File: config.mk
export PLATFORM = sky130hd
export DESIGN_NAME = st_line_encoder
export DESIGN_NICKNAME = d
export VERILOG_FILES = /design/src/rtl/st_enc_pkg.sv /design/src/rtl/st_rst_sync.sv /design/src/rtl/st_frame_counter.sv /design/src/rtl/st_polarity_unit.sv /design/src/rtl/st_align_monitor.sv /design/src/rtl/st_line_encoder.sv
export SDC_FILE = /design/constraint.sdc
export NUM_CORES = 1
export LEC_CHECK = 0
export BUFFER_PORTS_ARGS = -buffer_cell sky130_fd_sc_hd__buf_4
export CORE_AREA = 3 3 42 44
export CTS_CLUSTER_DIAMETER = 60
export DETAILED_ROUTE_END_ITERATION = 8
export DIE_AREA = 0 0 45 47
export PLACE_DENSITY = 0.73
export SKIP_CTS_REPAIR_TIMING = 1
export SYNTH_ARGS = -nofsm -noshare
export SYNTH_HDL_FRONTEND = slang
export SYNTH_HIERARCHICAL = 1
export SYNTH_SLANG_ARGS = --single-unit
File: constraint.sdc
create_clock -name clk -period 0.8 [get_ports clk]
set_input_delay 0 -clock clk [delete_from_list [all_inputs] [get_ports clk]]
set_output_delay 0 -clock clk [all_outputs]
set_load 0.005 [all_outputs]
File: src/rtl/st_enc_pkg.sv
package st_enc_pkg;

  typedef enum logic [1:0] {
    TAG_ORD = 2'b00,
    TAG_FRM = 2'b01,
    TAG_BAL = 2'b10,
    TAG_RSV = 2'b11
  } bit_tag_e;

  typedef struct packed {
    logic pos;
    logic neg;
  } line_sym_t;

  localparam line_sym_t SYM_ZERO = '{pos: 1'b0, neg: 1'b0};

endpackage

File: src/rtl/st_rst_sync.sv
module st_rst_sync #(
  parameter int STAGES = 2
) (
  input  logic clk,
  input  logic rst_n,
  output logic rst_sync_n
);

  logic [STAGES-1:0] sync_q;

  always_ff @(posedge clk or negedge rst_n) begin
    if (!rst_n) sync_q <= '0;
    else        sync_q <= {sync_q[STAGES-2:0], 1'b1};
  end

  assign rst_sync_n = sync_q[STAGES-1];

endmodule

File: src/rtl/st_frame_counter.sv
module st_frame_counter #(
  parameter int FRAME_BITS = 48,
  localparam int CNT_W = $clog2(FRAME_BITS)
) (
  input  logic             clk,
  input  logic             rst_n,
  input  logic             adv,
  output logic [CNT_W-1:0] idx,
  output logic             at_start
);

  localparam logic [CNT_W-1:0] LAST_IDX = CNT_W'(FRAME_BITS - 1);

  logic [CNT_W-1:0] idx_q, idx_d;

  always_comb begin
    idx_d = idx_q;
    if (adv) begin
      if (idx_q == LAST_IDX) idx_d = '0;
      else                   idx_d = idx_q + 1'b1;
    end
  end

  always_ff @(posedge clk or negedge rst_n) begin
    if (!rst_n) idx_q <= '0;
    else        idx_q <= idx_d;
  end

  assign idx      = idx_q;
  assign at_start = (idx_q == '0);

endmodule

File: src/rtl/st_polarity_unit.sv
module st_polarity_unit
  import st_enc_pkg::*;
(
  input  logic      clk,
  input  logic      rst_n,
  input  logic      adv,
  input  logic      bit_in,
  input  bit_tag_e  tag,
  output line_sym_t sym
);

  line_sym_t sym_q, sym_d;
  logic      last_pos_q, last_pos_d;   // 1: last pulse positive
  logic      hold_q, hold_d;           // balance exception pending
  logic      use_pos;

  always_comb begin
    sym_d      = sym_q;
    last_pos_d = last_pos_q;
    hold_d     = hold_q;
    use_pos    = 1'b0;
    if (adv) begin
      sym_d = SYM_ZERO;
      if (tag == TAG_FRM) begin
        sym_d.pos  = 1'b1;
        last_pos_d = 1'b1;
      end else if (!bit_in) begin
        use_pos    = hold_q ? last_pos_q : !last_pos_q;
        sym_d.pos  = use_pos;
        sym_d.neg  = !use_pos;
        last_pos_d = use_pos;
        hold_d     = 1'b0;
      end
      if (tag == TAG_BAL) hold_d = 1'b1;
    end
  end

  always_ff @(posedge clk or negedge rst_n) begin
    if (!rst_n) begin
      sym_q      <= SYM_ZERO;
      last_pos_q <= 1'b0;
      hold_q     <= 1'b0;
    end else begin
      sym_q      <= sym_d;
      last_pos_q <= last_pos_d;
      hold_q     <= hold_d;
    end
  end

  assign sym = sym_q;

endmodule

File: src/rtl/st_align_monitor.sv
module st_align_monitor (
  input  logic clk,
  input  logic rst_n,
  input  logic adv,
  input  logic is_frm,
  input  logic at_start,
  output logic frame_start,
  output logic align_err
);

  logic fs_q, fs_d;
  logic err_q, err_d;

  always_comb begin
    fs_d  = adv && at_start;
    err_d = err_q || (adv && (is_frm != at_start));
  end

  always_ff @(posedge clk or negedge rst_n) begin
    if (!rst_n) begin
      fs_q  <= 1'b0;
      err_q <= 1'b0;
    end else begin
      fs_q  <= fs_d;
      err_q <= err_d;
    end
  end

  assign frame_start = fs_q;
  assign align_err   = err_q;

endmodule

File: src/rtl/st_line_encoder.sv
module st_line_encoder
  import st_enc_pkg::*;
#(
  parameter int FRAME_BITS = 48,
  parameter int SYNC_STAGES = 2,
  localparam int CNT_W = $clog2(FRAME_BITS)
) (
  input  logic       clk,
  input  logic       rst_n,
  input  logic       bit_en,
  input  logic       bit_in,
  input  logic [1:0] bit_tag,
  output logic       pos_o,
  output logic       neg_o,
  output logic       frame_start_o,
  output logic       align_err_o
);

  logic             rst_int_n;
  logic [CNT_W-1:0] bit_idx;
  logic             at_start;
  bit_tag_e         tag;
  line_sym_t        sym;

  assign tag = bit_tag_e'(bit_tag);

  st_rst_sync #(.STAGES(SYNC_STAGES)) u_rst (
    .clk        (clk),
    .rst_n      (rst_n),
    .rst_sync_n (rst_int_n)
  );

  st_frame_counter #(.FRAME_BITS(FRAME_BITS)) u_cnt (
    .clk      (clk),
    .rst_n    (rst_int_n),
    .adv      (bit_en),
    .idx      (bit_idx),
    .at_start (at_start)
  );

  st_polarity_unit u_pol (
    .clk    (clk),
    .rst_n  (rst_int_n),
    .adv    (bit_en),
    .bit_in (bit_in),
    .tag    (tag),
    .sym    (sym)
  );

  st_align_monitor u_mon (
    .clk         (clk),
    .rst_n       (rst_int_n),
    .adv         (bit_en),
    .is_frm      (tag == TAG_FRM),
    .at_start    (at_start),
    .frame_start (frame_start_o),
    .align_err   (align_err_o)
  );

  assign pos_o = sym.pos;
  assign neg_o = sym.neg;

  logic unused_idx;
  assign unused_idx = ^bit_idx;

endmodule

==> metrics.txt, run 1 <==
# TYPE chip_impl_metric gauge
chip_impl_metric{name="setup_viol",unit=""} 14
chip_impl_metric{name="number_of_top_level_pins",unit=""} 10
chip_impl_metric{name="grt_pass1_wl",unit="µm"} 2290
chip_impl_info{name="hold_path_class",value="input port to flip-flop"} 1
chip_impl_metric{name="routed_via_density",unit=""} 5.24
chip_impl_metric{name="numClockSinks",unit=""} 14
chip_impl_metric{name="post_synth_inst_count",unit=""} 64
chip_impl_metric{name="grt_usage",unit="%"} 15.8
chip_impl_info{name="clk_root_buffer_cell",value="sky130_fd_sc_hd__clkbuf_4"} 1
chip_impl_info{name="setup_repair_after_global_routing_missed_its_margin",value="yes"} 1
chip_impl_metric{name="number_of_synthesized_register_bits",unit=""} 14
chip_impl_metric{name="syn-cell-area",unit="µm²"} 678
chip_impl_info{name="run_status",value="complete, but fails checks"} 1
chip_impl_info{name="timing.critical_path.from_type",value="flip-flop"} 1
chip_impl_metric{name="yosysTopAreaCellShare",unit="%"} 51.7
chip_impl_metric{name="power.static_leakage",unit="nW"} 0.487
chip_impl_metric{name="routed_wire_length_per_instance",unit="µm"} 13.8
chip_impl_metric{name="clk_lat_worst_skew",unit="ns"} 0.29
chip_impl_metric{name="slew_viol_final",unit=""} 0
chip_impl_metric{name="yosysSeqAreaShare",unit="%"} 51.7
chip_impl_info{name="violations",value="negative hold slack, negative setup slack"} 1
chip_impl_metric{name="use_met2",unit="%"} 25.1
chip_impl_metric{name="total_clock_buffers_created_by_cts",unit=""} 3
chip_impl_metric{name="ir_worst_vdd",unit="mV"} 2.25
chip_impl_metric{name="area.growth.synth_to_final",unit="%"} 54.6
chip_impl_metric{name="worst_setup_hold_path_clk_slew",unit="ns"} 0.09
chip_impl_metric{name="maxCapViolations",unit=""} 0
chip_impl_metric{name="grt.overflow.total",unit=""} 0
chip_impl_metric{name="std_cell_rows",unit=""} 14
chip_impl_info{name="yosysTopAreaCell",value="sky130_fd_sc_hd__dfrtp_1"} 1
chip_impl_metric{name="fin_total_pwr",unit="W"} 0.00287
chip_impl_metric{name="critical_path.max_fanout",unit=""} 3
chip_impl_metric{name="totalWireLength",unit="µm"} 1550
chip_impl_metric{name="dp.final_hpwl",unit="µm"} 1070
chip_impl_metric{name="min_period_over_period",unit="%"} 153
chip_impl_metric{name="drt_iter0_markers",unit=""} 7
chip_impl_metric{name="synth_area_per_inst",unit="µm²"} 10.6
chip_impl_metric{name="cell_variety_after_synth",unit=""} 32
chip_impl_metric{name="coreArea",unit="µm²"} 1470
chip_impl_metric{name="antenna_violations_before_repair",unit=""} 0
chip_impl_metric{name="timing.critical_path.required",unit="ns"} 0.98
chip_impl_metric{name="clock_path_buffers",unit=""} 2
chip_impl_info{name="cts_tree",value="built"} 1
chip_impl_info{name="worstSetupPathType",value="flip-flop to flip-flop"} 1
chip_impl_metric{name="final_design_area_excluding_fillers",unit="µm²"} 1050
chip_impl_metric{name="die_area",unit="µm²"} 2120
chip_impl_metric{name="nets_final",unit=""} 105
chip_impl_metric{name="die-width",unit="µm"} 45
chip_impl_metric{name="worstPathArrival",unit="ns"} 1.41
chip_impl_metric{name="htree_levels",unit=""} 1
chip_impl_metric{name="final_core_util",unit="%"} 71.3
chip_impl_metric{name="grt_max_degree",unit=""} 13
chip_impl_metric{name="drcViolationCount",unit=""} 0
chip_impl_metric{name="met3_usage",unit="%"} 4.60
chip_impl_metric{name="timing.fmax",unit="MHz"} 815
chip_impl_metric{name="num_vias",unit=""} 587
chip_impl_metric{name="postPlaceCellArea",unit="µm²"} 911
chip_impl_info{name="busiest_layer",value="met2"} 1
chip_impl_metric{name="floorplan.die.height",unit="µm"} 47
chip_impl_metric{name="place_worst_setup_slack",unit="ns"} -0.396
chip_impl_metric{name="power_density",unit="nW/µm²"} 2740
chip_impl_metric{name="finClkSkew",unit="ns"} 0.00873
chip_impl_metric{name="hold-worst-slack",unit="ns"} -0.103
chip_impl_metric{name="number_of_antenna_repair_diodes",unit=""} 0
chip_impl_info{name="synth_area_leaders",value="sky130_fd_sc_hd__dfrtp_1, sky130_fd_sc_hd__ha_1, sky130_fd_sc_hd__inv_1, sky130_fd_sc_hd__nand2_1, sky130_fd_sc_hd__xnor2_1"} 1
chip_impl_metric{name="gp_congestion",unit=""} 0.727
chip_impl_metric{name="initial_utilization",unit="%"} 46.1
chip_impl_metric{name="detail_route.first_pass.iterations",unit=""} 6
chip_impl_metric{name="global_route.usage.met1",unit="%"} 18.7
chip_impl_metric{name="syn-num-nets",unit=""} 72
chip_impl_metric{name="yosysWarnings",unit=""} 6
chip_impl_metric{name="fillCellCount",unit=""} 115
chip_impl_metric{name="numPortBuffers",unit=""} 9
chip_impl_metric{name="first_global_vias",unit=""} 525
chip_impl_metric{name="post-route-min-period",unit="ns"} 1.23
chip_impl_metric{name="post_route_cells_drive_above_1_share",unit="%"} 53.1
chip_impl_metric{name="timing.final.hold_violations",unit=""} 1
chip_impl_metric{name="setup_slack",unit="ns"} -0.428
chip_impl_metric{name="drt.antenna.violating_nets",unit=""} 0
chip_impl_info{name="kind_of_capture_point_of_the_worst_setup_path",value="flip-flop"} 1
-- where the power goes --
part | total, W | switching (W) | internal, W | leakage, nW
Sequential | 0.00113 | 0.000222 | 0.000903 | 0.163
Combinational | 0.00122 | 0.000490 | 0.000730 | 0.303
Clock | 0.000523 | 0.000246 | 0.000277 | 0.0210
Total | 0.00287 | 0.000958 | 0.00191 | 0.487
-- layout by cell type (no fill, tap or decap), types with 3 or more instances in the layout --
| master | netlist | final |
|---|---|---|
| sky130_fd_sc_hd__buf_4 | 1 | 24 |
| sky130_fd_sc_hd__buf_6 | 0 | 4 |
| sky130_fd_sc_hd__clkbuf_4 | 0 | 3 |
| sky130_fd_sc_hd__dfrtp_1 | 14 | 12 |
| sky130_fd_sc_hd__inv_1 | 5 | 3 |
| sky130_fd_sc_hd__nand2_1 | 5 | 5 |
| sky130_fd_sc_hd__nor2_1 | 4 | 3 |
| sky130_fd_sc_hd__o21ai_1 | 1 | 3 |
-- worst paths after layout --
path	start	to	slack, ns	cells after the start
min in group asynchronous	rst_n	u_rst/sync_q[0]	0.02	2
worst max-delay path	u_cnt/idx[0]	u_mon/align_err	-0.43	5
worst min register to register	u_rst/sync_q[1]	u_pol/sym[1]	0.16	1
worst min-delay path	bit_tag[0]	u_pol/hold_q	-0.10	2
worst max register to register	u_cnt/idx[0]	u_mon/align_err	-0.43	5
max in group asynchronous	u_rst/sync_q[1]	u_pol/last_pos_q	0.47	1
-- cell families (layout without fill, tap and decap cells) --
logic type      after synthesis  after routing  share of synthesized area, %
compound gates               14             14                          12.9
xor+xnor                      3              3                          3.88
fa+ha+maj                     2              2                          3.69
buf+inv                       6             38                          3.88
flops                        14             14                          51.7
mux                           2              2                          3.87
other cells                   1              1                         0.553
simple gates                 22             22                          19.6
-- Yosys cell counts --
| master | count |
|---|---|
| sky130_fd_sc_hd__a21boi_0 | 1 |
| sky130_fd_sc_hd__nand2_1 | 5 |
| sky130_fd_sc_hd__o22a_1 | 1 |
| sky130_fd_sc_hd__buf_4 | 1 |
| sky130_fd_sc_hd__nand4_1 | 1 |
| sky130_fd_sc_hd__or4b_1 | 1 |
| sky130_fd_sc_hd__nand4b_1 | 1 |
| sky130_fd_sc_hd__o31ai_1 | 1 |
| sky130_fd_sc_hd__o21ai_0 | 3 |
| sky130_fd_sc_hd__conb_1 | 1 |
| sky130_fd_sc_hd__o211ai_1 | 1 |
| sky130_fd_sc_hd__nand3_2 | 1 |
| sky130_fd_sc_hd__mux2_4 | 1 |
| sky130_fd_sc_hd__inv_1 | 5 |
| sky130_fd_sc_hd__xnor2_1 | 2 |
| sky130_fd_sc_hd__xor2_1 | 1 |
| sky130_fd_sc_hd__o21ai_1 | 1 |
| sky130_fd_sc_hd__a21oi_1 | 3 |
| sky130_fd_sc_hd__and2_2 | 1 |
| sky130_fd_sc_hd__nor4_1 | 1 |
| sky130_fd_sc_hd__nand3b_1 | 1 |
| sky130_fd_sc_hd__ha_1 | 2 |
| sky130_fd_sc_hd__nor2_1 | 4 |
| sky130_fd_sc_hd__nand3_1 | 2 |
| sky130_fd_sc_hd__nand2_2 | 1 |
| sky130_fd_sc_hd__dfrtp_1 | 14 |
| sky130_fd_sc_hd__mux2_2 | 1 |
| sky130_fd_sc_hd__nor2b_1 | 1 |
| sky130_fd_sc_hd__nor2b_4 | 1 |
| sky130_fd_sc_hd__o22ai_1 | 1 |
| sky130_fd_sc_hd__and3_1 | 1 |
| sky130_fd_sc_hd__a21o_1 | 2 |
-- per-layer routing --
| metal | vias to the layer above | wire [µm] |
|---|---|---|
| met5 | - | 0 |
| met4 | 0 | 33 |
| met3 | 4 | 75 |
| met2 | 21 | 763 |
| met1 | 279 | 675 |
| li1 | 283 | - |
-- registers in the layout, indices dropped and copies added, names as in the netlist --
name and flops:
u_cnt/idx 6, u_mon/align_err 1, u_mon/frame_start 1, u_pol/hold_q 1, u_pol/last_pos_q 1, u_pol/sym 2, u_rst/sync_q 2
-- worst max-delay path: stages (launching register included) --
cell and delay (ns):
sky130_fd_sc_hd__dfrtp_1 0.45, sky130_fd_sc_hd__inv_2 0.08, sky130_fd_sc_hd__ha_4 0.16, sky130_fd_sc_hd__and3_4 0.15, sky130_fd_sc_hd__xor2_1 0.13, sky130_fd_sc_hd__a21o_1 0.15
-- area by class of cell --
cell class	count	area, µm²	share of cell area, %
Multi-Input combinational cell	44	385	36.8
Sequential cell	14	353	33.7
Timing Repair Buffer	29	235	22.4
Clock buffer	4	36.3	3.46
Tap cell	16	20.0	1.91
Inverter	5	18.8	1.79
-- metrics by stage --
step	cells	setup TNS [ns]
finish	112	-3.27
CTS	109	-3.32
global placement	105	-2.74
detailed placement	105	-3.07
floorplan	64	-2.10
global route	112	-3.88
(Power assumes the default switching activity.)
==> inputs of run 2 (changes only) <==
--- a/config.mk
+++ b/config.mk
@@ -11,6 +11,7 @@
 export DETAILED_ROUTE_END_ITERATION = 8
 export DIE_AREA = 0 0 45 47
 export PLACE_DENSITY = 0.73
+export REMOVE_ABC_BUFFERS = 1
 export SKIP_CTS_REPAIR_TIMING = 1
 export SYNTH_ARGS = -nofsm -noshare
 export SYNTH_HDL_FRONTEND = slang
==> constraint.sdc (replaced) <==
create_clock -name clk -period 1.2 [get_ports clk]
set_input_delay 0 -clock clk [delete_from_list [all_inputs] [get_ports clk]]
set_output_delay 0 -clock clk [all_outputs]
set_load 0.005 [all_outputs]
==> metrics.txt, run 2 (synthesis results as in run 1) <==
# TYPE chip_impl_metric gauge
chip_impl_info{name="run_status",value="complete, but fails checks"} 1
chip_impl_info{name="violations",value="negative hold slack, negative setup slack"} 1
chip_impl_metric{name="setup_viol",unit=""} 2
chip_impl_metric{name="timing.fmax",unit="MHz"} 792
chip_impl_metric{name="drt_iter0_markers",unit=""} 7
chip_impl_info{name="setup_repair_after_global_routing_missed_its_margin",value="yes"} 1
chip_impl_info{name="hold_path_class",value="input port to flip-flop"} 1
chip_impl_metric{name="number_of_antenna_repair_diodes",unit=""} 0
chip_impl_metric{name="final_core_util",unit="%"} 62.0
chip_impl_info{name="kind_of_capture_point_of_the_worst_setup_path",value="flip-flop"} 1
chip_impl_info{name="most-common-layout-cells",value="sky130_fd_sc_hd__buf_4, sky130_fd_sc_hd__dfrtp_1, sky130_fd_sc_hd__nand2_1"} 1
chip_impl_metric{name="initial_utilization",unit="%"} 46.1
chip_impl_metric{name="worstPathArrival",unit="ns"} 1.42
chip_impl_metric{name="fin_tns_setup",unit="ns"} -0.0971
chip_impl_metric{name="largest_register_ff_count",unit=""} 6
chip_impl_metric{name="total_clock_buffers_created_by_cts",unit=""} 3
chip_impl_info{name="cts_tree",value="built"} 1
chip_impl_metric{name="ir_worst_vdd",unit="mV"} 1.21
chip_impl_metric{name="grt_usage",unit="%"} 13.0
chip_impl_metric{name="timing.final.hold_violations",unit=""} 1
chip_impl_metric{name="die_area",unit="µm²"} 2120
chip_impl_info{name="critical_path.reg2reg.startpoint",value="u_cnt/idx[0]"} 1
chip_impl_metric{name="numPortBuffers",unit=""} 9
chip_impl_metric{name="htree_levels",unit=""} 1
chip_impl_metric{name="num_vias",unit=""} 518
chip_impl_metric{name="placedCellCount",unit=""} 91
chip_impl_metric{name="maxCapViolations",unit=""} 0
chip_impl_metric{name="die-width",unit="µm"} 45
chip_impl_metric{name="routed_wire_length_per_instance",unit="µm"} 13.4
chip_impl_metric{name="grt_pass1_wl",unit="µm"} 1900
chip_impl_metric{name="totalWireLength",unit="µm"} 1340
chip_impl_metric{name="nets_final",unit=""} 94
chip_impl_metric{name="area.growth.synth_to_final",unit="%"} 34.5
chip_impl_metric{name="drcViolationCount",unit=""} 0
chip_impl_metric{name="place_worst_setup_slack",unit="ns"} -0.0349
chip_impl_metric{name="fillCellCount",unit=""} 122
chip_impl_metric{name="grt_max_degree",unit=""} 18
chip_impl_metric{name="slew_viol_final",unit=""} 0
chip_impl_metric{name="dp.final_hpwl",unit="µm"} 878
chip_impl_metric{name="numClockSinks",unit=""} 14
chip_impl_metric{name="post_route_cells_drive_above_1_share",unit="%"} 39.3
chip_impl_metric{name="gp_congestion",unit=""} 0.774
chip_impl_metric{name="coreArea",unit="µm²"} 1470
chip_impl_info{name="hold_start",value="bit_in"} 1
chip_impl_info{name="layout.cells.most_common",value="sky130_fd_sc_hd__buf_4"} 1
chip_impl_metric{name="drt.antenna.violating_nets",unit=""} 0
chip_impl_metric{name="post-route-min-period",unit="ns"} 1.26
chip_impl_metric{name="clock_path_buffers",unit=""} 2
chip_impl_metric{name="hold-worst-slack",unit="ns"} -0.00407
chip_impl_metric{name="first_global_vias",unit=""} 435
chip_impl_metric{name="final_cells",unit=""} 100
chip_impl_info{name="cp-startpoint",value="u_cnt/idx[0]"} 1
chip_impl_info{name="worstSetupPathType",value="flip-flop to flip-flop"} 1
chip_impl_info{name="timing.critical_path.from_type",value="flip-flop"} 1
chip_impl_info{name="clk_root_buffer_cell",value="sky130_fd_sc_hd__clkbuf_4"} 1
chip_impl_metric{name="number_of_top_level_pins",unit=""} 10
chip_impl_metric{name="setup_slack",unit="ns"} -0.0633
chip_impl_metric{name="floorplan.die.height",unit="µm"} 47
chip_impl_metric{name="std_cell_rows",unit=""} 14
chip_impl_metric{name="critical_path.max_fanout",unit=""} 5
chip_impl_metric{name="timing.critical_path.required",unit="ns"} 1.35
chip_impl_metric{name="grt.overflow.total",unit=""} 0
chip_impl_metric{name="clk_lat_worst_skew",unit="ns"} 0.27
chip_impl_metric{name="antenna_violations_before_repair",unit=""} 0
chip_impl_metric{name="detail_route.first_pass.iterations",unit=""} 4
chip_impl_metric{name="power.static_leakage",unit="nW"} 0.409
chip_impl_metric{name="finClkSkew",unit="ns"} 0.0115
chip_impl_metric{name="routed_via_density",unit=""} 5.18
chip_impl_metric{name="power_density",unit="nW/µm²"} 1740
chip_impl_metric{name="worst_setup_hold_path_clk_slew",unit="ns"} 0.08
chip_impl_metric{name="min_period_over_period",unit="%"} 105
-- run 2: cell types whose count changed in the layout (fill, tap and decap cells not counted), moves of 2 or more --
| cell | change |
|---|---|
| sky130_fd_sc_hd__buf_6 | -3 |
| sky130_fd_sc_hd__buf_4 | -10 |
| sky130_fd_sc_hd__o21ai_0 | +2 |
| sky130_fd_sc_hd__o21ai_1 | -2 |
| sky130_fd_sc_hd__dlygate4sd3_1 | +2 |
-- run 2: through the flow --
stage	area, µm²	total power, W
final	912	0.00159
after global routing	912	0.00173
after CTS	803	0.00146
after detailed placement	781	0.00120
after global placement	781	0.00118
after floorplan	671	0.00102
-- run 2: final cells by class --
type | instances | area, µm² | area share [%]
multi-input cells | 44 | 353 | 38.7
well taps | 16 | 20.0 | 2.19
repair buffers | 18 | 146 | 16.0
flip-flops and latches | 14 | 352 | 38.5
clock buffers | 3 | 22.5 | 2.47
inverters | 5 | 18.8 | 2.06
-- run 2: power breakdown --
group | leakage [nW] | switching, W | total (W) | internal, W
combinational | 0.231 | 0.000248 | 0.000572 | 0.000324
sequential | 0.164 | 0.000166 | 0.000766 | 0.000600
clock | 0.0138 | 0.000134 | 0.000250 | 0.000116
total | 0.409 | 0.000547 | 0.00159 | 0.00104
-- run 2: per-layer routing --
| metal | up-vias | wire length (µm) | GRT usage, % |
|---|---|---|---|
| li1 | 267 | - | - |
| met1 | 241 | 612 | 17.5 |
| met2 | 8 | 656 | 18.9 |
| met3 | 2 | 62 | 5.75 |
| met4 | 0 | 12 | 3.51 |
| met5 | - | 0 | 0 |
-- run 2: path summary, 6_finish.rpt --
path,to,cells after the start,slack (ns)
setup / recovery,u_cnt/idx[4],4,-0.06
hold / removal,u_pol/hold_q,3,-0.004
setup reg to reg,u_cnt/idx[4],4,-0.06
hold reg to reg,u_pol/sym[0],0,0.18
max in group asynchronous,u_cnt/idx[1],0,0.65
min in group asynchronous,u_rst/sync_q[0],2,0.05
-- run 2: critical path, stage by stage (launching register included) --
cell	delay, ns
sky130_fd_sc_hd__dfrtp_1	0.42
sky130_fd_sc_hd__buf_4	0.16
sky130_fd_sc_hd__ha_4	0.17
sky130_fd_sc_hd__nand4_1	0.08
sky130_fd_sc_hd__mux2_2	0.33
